===== src/rtl/nrdiv_pkg.sv =====
package nrdiv_pkg;
  typedef enum logic [1:0] {
    ST_IDLE = 2'd0,
    ST_RUN  = 2'd1,
    ST_FIX  = 2'd2
  } nrdiv_state_t;
endpackage


===== src/rtl/nrdiv_cla.sv =====
// Carry-lookahead adder/subtractor: every carry is a sum of products of the
// bit generate/propagate terms and the carry-in, with no carry chain.
module nrdiv_cla #(
  parameter int N = 10
) (
  input  logic [N-1:0] a_i,
  input  logic [N-1:0] b_i,
  input  logic         sub_i,
  output logic [N-1:0] sum_o
);
  logic [N-1:0] bx;
  logic [N-1:0] prop;
  logic [N-2:0] gen;
  logic [N-1:0] carry;

  assign bx   = b_i ^ {N{sub_i}};
  assign prop = a_i ^ bx;
  assign gen  = a_i[N-2:0] & bx[N-2:0];

  always_comb begin
    carry    = '0;
    carry[0] = sub_i;
    for (int i = 1; i < N; i++) begin
      logic run;
      logic c;
      run = 1'b1;
      c   = 1'b0;
      for (int m = i - 1; m >= 0; m--) begin
        c   = c | (gen[m] & run);
        run = run & prop[m];
      end
      carry[i] = c | (sub_i & run);
    end
  end

  assign sum_o = prop ^ carry;
endmodule


===== src/rtl/nrdiv_ctrl.sv =====
module nrdiv_ctrl
  import nrdiv_pkg::*;
#(
  parameter int ITERS = 9
) (
  input  logic clk,
  input  logic rst,
  input  logic start_i,
  input  logic zero_dsr_i,
  output logic busy_o,
  output logic load_o,
  output logic zload_o,
  output logic step_o,
  output logic fix_o
);
  localparam int CW = $clog2(ITERS + 1);

  nrdiv_state_t  st_q;
  logic [CW-1:0] cnt_q;
  logic          accept;

  assign accept  = start_i && (st_q == ST_IDLE);
  assign load_o  = accept && !zero_dsr_i;
  assign zload_o = accept && zero_dsr_i;
  assign step_o  = (st_q == ST_RUN);
  assign fix_o   = (st_q == ST_FIX);
  assign busy_o  = (st_q != ST_IDLE);

  always_ff @(posedge clk) begin
    if (rst) begin
      st_q  <= ST_IDLE;
      cnt_q <= '0;
    end else begin
      case (st_q)
        ST_IDLE: begin
          cnt_q <= '0;
          if (load_o) st_q <= ST_RUN;
        end
        ST_RUN: begin
          cnt_q <= cnt_q + 1'b1;
          if (cnt_q == CW'(ITERS - 1)) st_q <= ST_FIX;
        end
        ST_FIX:  st_q <= ST_IDLE;
        default: st_q <= ST_IDLE;
      endcase
    end
  end
endmodule


===== src/rtl/nrdiv_unit.sv =====
module nrdiv_unit #(
  parameter int W = 9
) (
  input  logic         clk,
  input  logic         rst,
  input  logic         start_i,
  input  logic [W-1:0] dividend_i,
  input  logic [W-1:0] divisor_i,
  output logic         busy_o,
  output logic         done_o,
  output logic         dz_o,
  output logic [W-1:0] quot_o,
  output logic [W:0]   rem_o
);
  localparam int RW = W + 1;

  logic          load, zload, step, fix;
  logic [RW-1:0] acc_q;
  logic [W-1:0]  qsh_q;
  logic [W-1:0]  dsr_q;
  logic [RW-1:0] add_a, add_b, add_s;
  logic          add_sub;

  nrdiv_ctrl #(.ITERS(W)) u_ctrl (
    .clk        (clk),
    .rst        (rst),
    .start_i    (start_i),
    .zero_dsr_i (divisor_i == '0),
    .busy_o     (busy_o),
    .load_o     (load),
    .zload_o    (zload),
    .step_o     (step),
    .fix_o      (fix)
  );

  // One adder serves both the iterations and the final correction.
  always_comb begin
    add_b = {1'b0, dsr_q};
    if (fix) begin
      add_a   = acc_q;
      add_sub = 1'b0;
    end else begin
      add_a   = {acc_q[RW-2:0], qsh_q[W-1]};
      add_sub = ~acc_q[RW-1];
    end
  end

  nrdiv_cla #(.N(RW)) u_cla (
    .a_i   (add_a),
    .b_i   (add_b),
    .sub_i (add_sub),
    .sum_o (add_s)
  );

  always_ff @(posedge clk) begin
    if (rst) begin
      acc_q  <= '0;
      qsh_q  <= '0;
      dsr_q  <= '0;
      done_o <= 1'b0;
      dz_o   <= 1'b0;
      quot_o <= '0;
      rem_o  <= '0;
    end else begin
      done_o <= zload | fix;
      if (load) begin
        acc_q <= '0;
        qsh_q <= dividend_i;
        dsr_q <= divisor_i;
        dz_o  <= 1'b0;
      end
      if (zload) begin
        dz_o   <= 1'b1;
        quot_o <= '1;
        rem_o  <= {1'b0, dividend_i};
      end
      if (step) begin
        acc_q <= add_s;
        qsh_q <= {qsh_q[W-2:0], ~add_s[RW-1]};
      end
      if (fix) begin
        quot_o <= qsh_q;
        rem_o  <= acc_q[RW-1] ? add_s : acc_q;
      end
    end
  end
endmodule


===== config.mk =====
export PLATFORM = sky130hd
export DESIGN_NAME = nrdiv_unit
export DESIGN_NICKNAME = d
export VERILOG_FILES = /design/src/rtl/nrdiv_pkg.sv /design/src/rtl/nrdiv_cla.sv /design/src/rtl/nrdiv_ctrl.sv /design/src/rtl/nrdiv_unit.sv
export SDC_FILE = /design/constraint.sdc
export NUM_CORES = 1
export LEC_CHECK = 0
export BUFFER_PORTS_ARGS = -buffer_cell sky130_fd_sc_hd__buf_4
export CAP_MARGIN = 20
export CELL_PAD_IN_SITES_DETAIL_PLACEMENT = 1
export CELL_PAD_IN_SITES_GLOBAL_PLACEMENT = 1
export CORE_MARGIN = 2
export CORE_UTILIZATION = 46
export CTS_BUF_LIST = sky130_fd_sc_hd__clkbuf_4 sky130_fd_sc_hd__clkbuf_8 sky130_fd_sc_hd__clkbuf_16
export CTS_CLUSTER_DIAMETER = 120
export DETAILED_ROUTE_END_ITERATION = 16
export GPL_TIMING_DRIVEN = 0
export PLACE_DENSITY = 0.83
export SLEW_MARGIN = 0
export SYNTH_ARGS = -nofsm -noshare
export SYNTH_HDL_FRONTEND = slang
export SYNTH_SLANG_ARGS = --single-unit

===== constraint.sdc =====
create_clock -name clk -period 7.1 [get_ports clk]
set_clock_uncertainty 0.15 [all_clocks]
set_input_delay 0 -clock clk [delete_from_list [all_inputs] [get_ports clk]]
set_output_delay 0 -clock clk [all_outputs]
set_load 0.01 [all_outputs]

# Yosys cells after proc, flatten, opt, wreduce, memory -nomap -nowiden
# Index checks and enable logic that the tools add are counted.
dict set report op_classes {
  bitwise 133
  eq_ne 5
  n_reduce_logical 12
  n_mux 17
  n_addsub 1
}
# cell count
set op_table {}
lappend op_table {{1-bit AND} 81}
lappend op_table {{10-bit 2-to-1 mux} 6}
lappend op_table {{1-bit OR} 46}
lappend op_table {{9-bit 2-to-1 mux} 4}
lappend op_table {{10-bit bitwise XOR} 2}
lappend op_table {{2-bit nonzero test} 5}
lappend op_table {{9-bit by 10-bit bitwise XOR with 10-bit output} 1}
lappend op_table {{9-bit AND} 1}
lappend op_table {{9-bit logical NOT} 1}
lappend op_table {{4-bit case mux with 2 select lines} 1}
lappend op_table {{4-bit by 1-bit adder with 4-bit output, second input constant} 1}
lappend op_table {{4-bit == test, second input constant} 1}
lappend op_table {{2-bit 2-to-1 mux} 2}
lappend op_table {{2-bit case mux with 2 select lines} 1}
lappend op_table {{1-bit logical AND} 3}
lappend op_table {{1-bit 2-to-1 mux} 3}
lappend op_table {{2-bit by 1-bit == test with 1-bit output, second input constant} 1}
lappend op_table {{2-bit == test, second input constant} 1}
lappend op_table {{2-bit logical NOT} 1}
lappend op_table {{2-bit by 1-bit inequality test with 1-bit output, second input constant} 1}
lappend op_table {{2-bit inequality test, second input constant} 1}
lappend op_table {{1-bit inverter} 2}
lappend op_table {{2-bit AND reduction} 1}
lappend op_table {{1-bit logical NOT} 1}
dict set report word_totals {
  regBits 55
  output_inout_bits 22
  wordCells 177
  input_bits 21
}

# Longest topological paths before layout
# Gate-level depths: netlist (run 1).
dict set report logic_depth {
  word_depth 17
  mapped_depth 16
  mapped_depth_nobuf 11
}

# Modules after synthesis
# A second synthesis (run 1) with hierarchy kept.
dict set report unflattened {
  cells_unflattened 319
  hier_area_um2 2965.3
}
# module area_each_um2 cells_each seq_area_each_um2 n_inst
set by_module_without_submodules {}
lappend by_module_without_submodules {nrdiv_unit 2180.8 224 980.9 1}
lappend by_module_without_submodules {nrdiv_cla 484.2 61 0.0 1}
lappend by_module_without_submodules {nrdiv_ctrl 300.3 34 120.1 1}

# Worst setup path after synthesis (run 1)
# Ideal clock, no wire load.
dict set report synth_timing {
  kind {reg-to-reg}
  startpoint {register u_ctrl.st_q[1]}
  endpoint {register acc_q[9]}
  setup_time_ps 121
  period_less_slack_ps 3276
  stages_incl_launch_ff 15
  t_required_ps 6829
  path_buffers 5
  t_arrival_ps 3004
  path_slack_ps 3824
  cell_sequence {dfxtp_1 -> buf_4 -> nor2b_4 -> buf_6 -> clkbuf_1 -> clkbuf_1 -> o21ai_0 -> ha_1 -> clkbuf_1 -> nand3_1 -> nor2_1 -> nand4_1 -> a311o_2 -> nand2_2 -> mux2_4}
}
dict set report synth_between {
  elab_chain_len 16
  elab_cells_between_ends 39
  cone_classes {2 x eq/ne; 3 x mux; 30 x bitwise; 4 x reduce/logical}
}
# item line_no
set synth_lines {}
lappend synth_lines {{from (decl)} nrdiv_ctrl.sv:18} ;# nrdiv_state_t st_q;
lappend synth_lines {{from (signal assigned)} nrdiv_ctrl.sv:31} ;# st_q <= ST_IDLE;
lappend synth_lines {{from (signal assigned)} nrdiv_ctrl.sv:37} ;# if (load_o) st_q <= ST_RUN;
lappend synth_lines {{from (signal assigned)} nrdiv_ctrl.sv:41} ;# if (cnt_q == CW'(ITERS - 1)) st_q <= ST_FIX;
lappend synth_lines {{2-bit == test} nrdiv_ctrl.sv:26} ;# assign fix_o = (st_q == ST_FIX);
lappend synth_lines {{1-bit 2-to-1 mux} nrdiv_unit.sv:39} ;# if (fix) begin
lappend synth_lines {{9-bit by 10-bit bitwise XOR with 10-bit output} nrdiv_cla.sv:16} ;# assign bx = b_i ^ {N{sub_i}};
lappend synth_lines {{9-bit AND / 10-bit bitwise XOR (equally long branches)} {nrdiv_cla.sv:18, nrdiv_cla.sv:17}}
lappend synth_lines {{1-bit AND, on equally long branches} {nrdiv_cla.sv:29, nrdiv_cla.sv:30}}
lappend synth_lines {{1-bit OR (tied with other cells) (7 in a row)} nrdiv_cla.sv:29} ;# c = c | (gen[m] & run);
lappend synth_lines {{1-bit OR / 1-bit AND (equally long branches)} {nrdiv_cla.sv:29, nrdiv_cla.sv:32}}
lappend synth_lines {{1-bit OR} nrdiv_cla.sv:32} ;# carry[i] = c | (sub_i & run);
lappend synth_lines {{10-bit bitwise XOR} nrdiv_cla.sv:36} ;# assign sum_o = prop ^ carry;
lappend synth_lines {{10-bit 2-to-1 mux} nrdiv_unit.sv:77} ;# if (step) begin
lappend synth_lines {{to (signal assigned)} nrdiv_unit.sv:78} ;# acc_q <= add_s;
lappend synth_lines {{to (decl)} nrdiv_unit.sv:18} ;# logic [RW-1:0] acc_q;
# Parallel ways exist; a longest one is shown, timed or not.
# A chain may end at the register's enable or synchronous reset.

# Final worst setup path (run 1)
# Same ends and word-level chain as after synthesis.

==> run metrics, run 1 <==
grt met3 use 3.54%; crit-path max FO 10; CP Cell Sequence buf_4 -> nor2b_4 -> buf_6 -> clkbuf_1 -> clkbuf_1 -> o21ai_0 -> ha_1 -> clkbuf_1 -> nand3_1 -> nor2_1 -> nand4_1 -> a311o_2 -> nand2_2 -> mux2_4; hold-critical path endpoint rem_o[5]; final slew viol count 0; Seq/Total Area, Yosys 36.9%; slowest cell on the critical path a311o_2; clock tree buffer depth 2; Critical Path Start Type register; worst slew pin tran 0.646 ns; grt total ovfl 0; Total GRT Usage 26.5%; Worst R2R Path Depth 14; die height roughly 85 um; initial antenna violation count 0; most used routing layer met2; RD Place Congestion 0.905; syn_nets 393; WL final 9260 um; Clk Tree Root Cell clkbuf_8; endpoint class of the critical path register; Peak VDD IR 0.000155 V; flop2flop setup slack approximately 3.0 ns; first drt pass iteration count 4; CP Buf/Inv Count 5; CTS Buf Count 5; Hold Startpoint rst; internal power 656 uW; largest net degree at the start of global routing 20; ANT nets after route 0; Yosys cell types 48; final hold vios 0; Clk Latency, worst-skew pair 0.33 ns; core area 0.00631 mm2; # DRC 0; vias in the first global route slightly above 3000; count of standard-cell rows 29; first-pass GRT wire length 14900 um; TNS Setup 0 ns; Sw Ratio 43.8%; Period Utilization, post-route 57.2%; setup ws final 3.04 ns; P_leak approximately 0.0015 uW; Clk pwr share 16.5%; DRT iter0 DRCs 158; Worst-path clk slew 0.12 ns; Die W 84.5 um; register share of total power between 30% and 40%; Post-Syn Area per Cell 8.26 um2; # diodes 0; RR Endpoint acc_q[9]; CTS tree built; H-tree depth 2; maximum clock frequency 246 MHz; Slew headroom 57.0%; Worst Path Required slightly above 7 ns; Initial Util 47.2%; layout cells sized above 1 ~16%; outcome finished clean; critical path arrival just over 4 ns; Max stage delay on crit path 0.46 ns; Reg2Reg Launch Point u_ctrl.st_q[1]; Via Count 2874; Vias/cell 5.66; IO Count 43; Area Growth Syn to Fin 23.8%; hold path cells 2; Crit Path Class register to register; grt met2 use 49.5%; post-CTS setup buffer count 0; hpwl dp roughly 6700 um; Post-synth EDFFs 0; # clock sinks 55; Psw 510 uW; Async SR Flop Fraction 0%; cell family with most CP delay buffers and inverters; minimum clock period ~4.1 ns; Seq cells post-synth 55; cell area after synthesis roughly 0.003 mm2; DR WL/cell 18.2 um; Main synth FF type dfxtp_1; die area 0.00714 mm2; Yosys warning count 0; dpl ws 3.12 ns; # setup viols final 0; pwr dens 316 mW/mm2; PortBufs 41; # nets final 462; Cells after Synth 361; RSZ-0062 raised after global routing no; Top cell by count, worst path clkbuf_1; GRT met1 Usage 31.1%; Comb pwr share 52.1%; Max Cap Viol 0; post-CTS sizing 0; Worst Hold Class input port to register
[worst max-delay path by stage]
stage	startpoint	endpoint	depth (start not counted)
floorplan	u_ctrl.st_q[1]	acc_q[9]	14
global placement	u_ctrl.st_q[1]	acc_q[9]	14
detailed placement	u_ctrl.st_q[1]	acc_q[9]	14
CTS	u_ctrl.st_q[1]	acc_q[9]	14
global route	u_ctrl.st_q[1]	acc_q[9]	14
finish	u_ctrl.st_q[1]	acc_q[9]	14
[logic make-up (layout without fill, tap and decap cells)]
family	count (synthesis)	in the layout	share of synthesized area, %
simple gates	123	123	18.6
compound gates	87	87	19.3
flops	55	55	36.9
buf+inv	39	109	5.54
mux	27	27	9.36
xor+xnor	19	19	5.58
fa+ha+maj	11	11	4.62
[metrics by stage]
step | util, % | power (uW) | cells | hold slack (ns) | area [um2]
4_1_cts | 58.5 | 1160 | 508 | 0.0257 | 3690
6_report | 58.5 | 1170 | 508 | 0.0281 | 3690
2_1_floorplan | - | 825 | 361 | -0.00606 | 2980
3_3_place_gp | 53.6 | 938 | 479 | 0.0889 | 3390
5_1_grt | 58.5 | 1250 | 508 | 0.0715 | 3690
3_5_place_dp | 53.6 | 958 | 479 | 0.0974 | 3390
[Yosys cell counts, types with 2 or more instances]
master,number,area [um2]
a211oi_1,15,113
a21o_1,2,15.0
a21oi_1,22,110
a22oi_1,5,37.5
a311oi_1,2,17.5
a31oi_1,3,18.8
and2_1,2,12.5
buf_2,6,30.0
clkbuf_1,20,75.1
dfxtp_1,55,1100
ha_1,11,138
inv_1,11,41.3
mux2_2,3,33.8
mux2i_1,23,230
nand2_1,27,101
nand2b_1,3,18.8
nand3_1,11,55.1
nand4_1,3,18.8
nor2_1,52,195
nor2b_1,2,12.5
nor3_1,14,70.1
nor4_1,2,12.5
o21ai_0,21,105
o21ai_1,4,20.0
o21bai_1,2,15.0
xnor2_1,2,17.5
xor2_1,17,149
[area by class of cell]
cell class | count | area [um2]
Multi-Input combinational cell | 267 | 1720
Inverter | 11 | 41.3
Clock inverter | 3 | 26.3
Tap cell | 77 | 96.3
Timing Repair Buffer | 62 | 518
Fill cell | 779 | 2620
Sequential cell | 55 | 1100
Buffer | 28 | 124
Clock buffer | 5 | 68.8
[metal layers]
metal	vias up	part of all wire (%)
li1	1395	-
met4	0	2.1
met2	80	51
met3	17	4.2
met5	-	0
met1	1382	43
[power groups by stage]
stage                     Sequential (uW)  Clock, uW  Combinational, uW
after detailed placement              373          0                585
final                                 367        192                608
after global routing                  371        207                671
after CTS                             367        193                604
after global placement                371          0                567
after floorplan                       365          0                460
[sequential cells by signal, summed over array words and instances (netlist names)]
| register | count |
|---|---|
| quot_o | 9 |
| u_ctrl.cnt_q | 4 |
| qsh_q | 9 |
| dz_o | 1 |
| done_o | 1 |
| u_ctrl.st_q | 2 |
| dsr_q | 9 |
| rem_o | 10 |
| acc_q | 10 |
[what timing repair did]
action / CTS / global route
hold buffers: 21 / 0
endpoints found under the hold margin: 26 / 0
endpoints found under the setup margin: 0 / 0
[layout by cell type (no fill, tap or decap), types with 3 or more instances in the layout]
cell,count
a211oi_1,15
a21oi_1,22
a22oi_1,5
a31oi_1,3
buf_2,6
buf_4,42
clkbuf_1,20
clkbuf_8,5
dfxtp_1,55
dlygate4sd3_1,21
ha_1,11
inv_1,11
mux2_2,3
mux2i_1,23
nand2_1,27
nand2b_1,3
nand3_1,11
nand4_1,3
nor2_1,52
nor3_1,14
o21ai_0,21
o21ai_1,4
xor2_1,17
Power figures use the tool's default switching activity.
==> run 2, diff against run 1 <==
Settings changed: CORE_UTILIZATION 46 to 38, PLACE_DENSITY 0.83 to 0.73.
Clock period 7.1 ns to 3.3 ns, I/O delays scaled along.
==> run 2 against run 1 <==
Effect of this change:
- register-to-register slack lost 3.0 ns
- cell count up 5.9%
- die area increased by 20%
- total power rose by 130%
- fmax is 26% higher
- combinational power grew 150%
- critical path depth did not move
- sequential share of layout area fell by 0.97 points
- first-iteration DRC count decreased by 13%
- flip-flop and latch count unchanged
- critical endpoint unchanged
- largest power group unchanged
==> run metrics, run 2 (synthesized netlist as in run 1, its figures left out) <==
layout filler cell count 940; Die W 92.6 um; crit-path max FO 10; endpoint class of the critical path register; DRT iter0 DRCs 138; dpl ws -0.619 ns; # DRC 0; Sw Ratio 42.9%; pwr dens about 710 mW/mm2; Finished Core Util about half; register share of total power 29.2%; P_leak 0.00158 uW; minimum clock period ~3.2 ns; slowest cell on the critical path a311o_2; CP Cell Sequence buf_4 -> nor2b_4 -> buf_6 -> nor2_4 -> buf_4 -> xor2_1 -> ha_4 -> nand2b_1 -> o21ai_4 -> nand4_1 -> o211ai_1 -> a311o_2 -> nand2_2 -> mux2_4; DR WL/cell 16.7 um; Worst-path clk slew 0.11 ns; hpwl dp 6580 um; clock tree buffer depth 2; Top cell by count, worst path buf_4; Initial Util 39.0%; Psw around 1200 uW; die height 92.6 um; vias in the first global route 2841; grt total ovfl 0; internal power 1540 uW; first drt pass iteration count 4; H-tree depth 2; CTS tree built; ANT nets after route 0; Comb pwr share 55.5%; Slew headroom a little under three fifths; TNS Setup 0 ns; final slew viol count 0; worst slew pin tran 0.669 ns; count of standard-cell rows 32; Crit Path Class register to register; # setup viols final 0; most frequent cells in the layout dfxtp_1 (54), buf_4 (53), nor2_1 (52); largest net degree at the start of global routing 18; Period Utilization, post-route 97.4%; Peak VDD IR 0.000317 V; # clock sinks between 50 and 60; Clk Tree Root Cell clkbuf_8; Via Count 2800; IO Count 43; outcome finished clean; core area 0.00765 mm2; FF/Latch Area 0.00110 mm2; commonest non-fill, non-tap cell in the layout dfxtp_1; RD Place Congestion 0.827; Clk Latency, worst-skew pair 0.31 ns; PortBufs 41; CTS Buf Count 5; final hold vios 0; die area 0.00857 mm2; Max Cap Viol 0; top flop regs acc_q (10), rem_o (10); # diodes 0; initial antenna violation count 0; area of the multi-input gates 0.00175 mm2; setup ws final around 0.084 ns; layout cells sized above 1 20.4%; Max stage delay on crit path about 0.40 ns; Critical Path Start Type register; first-pass GRT wire length 14300 um; Clk pwr share between 10% and 20%; Area Growth Syn to Fin 28.1%; Vias/cell 5.20; critical path arrival approximately 3.3 ns; # nets final 467; Worst Path Required 3.37 ns; WL final 8980 um; Worst Hold Class input port to register; Total GRT Usage 21.1%; maximum clock frequency 311 MHz
run 2: cell types whose count changed in the layout (fill, tap and decap cells not counted), sizes merged:
cell         before  now
clkbuf           25   22
inv              13   11
buf              49   60
clkinvlp          0    1
dlygate4sd3      21   19
run 2: what timing repair did:
item	4_1_cts	5_1_grt
resized for setup	9	5
hold buffers	19	0
pin swaps	1	4
buffers inserted	1	10
endpoints found under the setup margin	15	7
endpoints found under the hold margin	26	0
run 2: cell type report:
cell class                      count  area share, %
Multi-Input combinational cell    267           45.8
Sequential cell                    55           28.9
Timing Repair Buffer               71           15.2
Tap cell                          102           3.34
Buffer                             24           3.14
Clock buffer                        6           2.16
Inverter                           11           1.08
Clock inverter                      2          0.426
run 2: path summary, 6_finish.rpt:
| kind | slack (ns) | end | cells past startpoint | start |
|---|---|---|---|---|
| worst max-delay path | 0.08 | acc_q[9] | 14 | u_ctrl.st_q[1] |
| worst min-delay path | 0.02 | quot_o[8] | 2 | rst |
| worst max register to register | 0.08 | acc_q[9] | 14 | u_ctrl.st_q[1] |
| worst min register to register | 0.32 | acc_q[4] | 2 | acc_q[4] |
run 2: through the flow:
stage	hold WS, ns	instances	total power (uW)	instance area [um2]
final	0.0238	538	2700	3820
after global routing	0.0770	538	2880	3820
after CTS	0.0305	530	2530	3730
after detailed placement	0.100	504	2080	3420
after global placement	0.0908	504	2030	3420
after floorplan	-0.00606	361	1780	2980
run 2: power by group through the flow:
| stage | combinational (uW) | clock [uW] | sequential [uW] |
|---|---|---|---|
| finish | 1500 | 412 | 788 |
| global route | 1640 | 444 | 798 |
| CTS | 1320 | 420 | 786 |
| detailed placement | 1280 | 0 | 801 |
| global placement | 1230 | 0 | 798 |
| floorplan | 991 | 0 | 785 |
run 2: routing by layer:
layer,GRT usage (%),routed length [um],vias to the layer above
li1,-,-,1408
met1,26.2,4180,1336
met2,39.3,4480,48
met3,2.60,243,8
met4,3.61,75,0
met5,0,0,-
run 2: worst max-delay path, delay by kind of cell (launching register included):
| kind | cells | cell delay, ns |
|---|---|---|
| AND/OR/NAND/NOR | 5 | 0.75 |
| AO/OA/AOI/OAI | 3 | 0.62 |
| buffers and inverters | 3 | 0.47 |
| flip-flops | 1 | 0.31 |
| multiplexers | 1 | 0.29 |
| adder cells (fa/ha/maj) | 1 | 0.27 |
| XOR/XNOR | 1 | 0.26 |
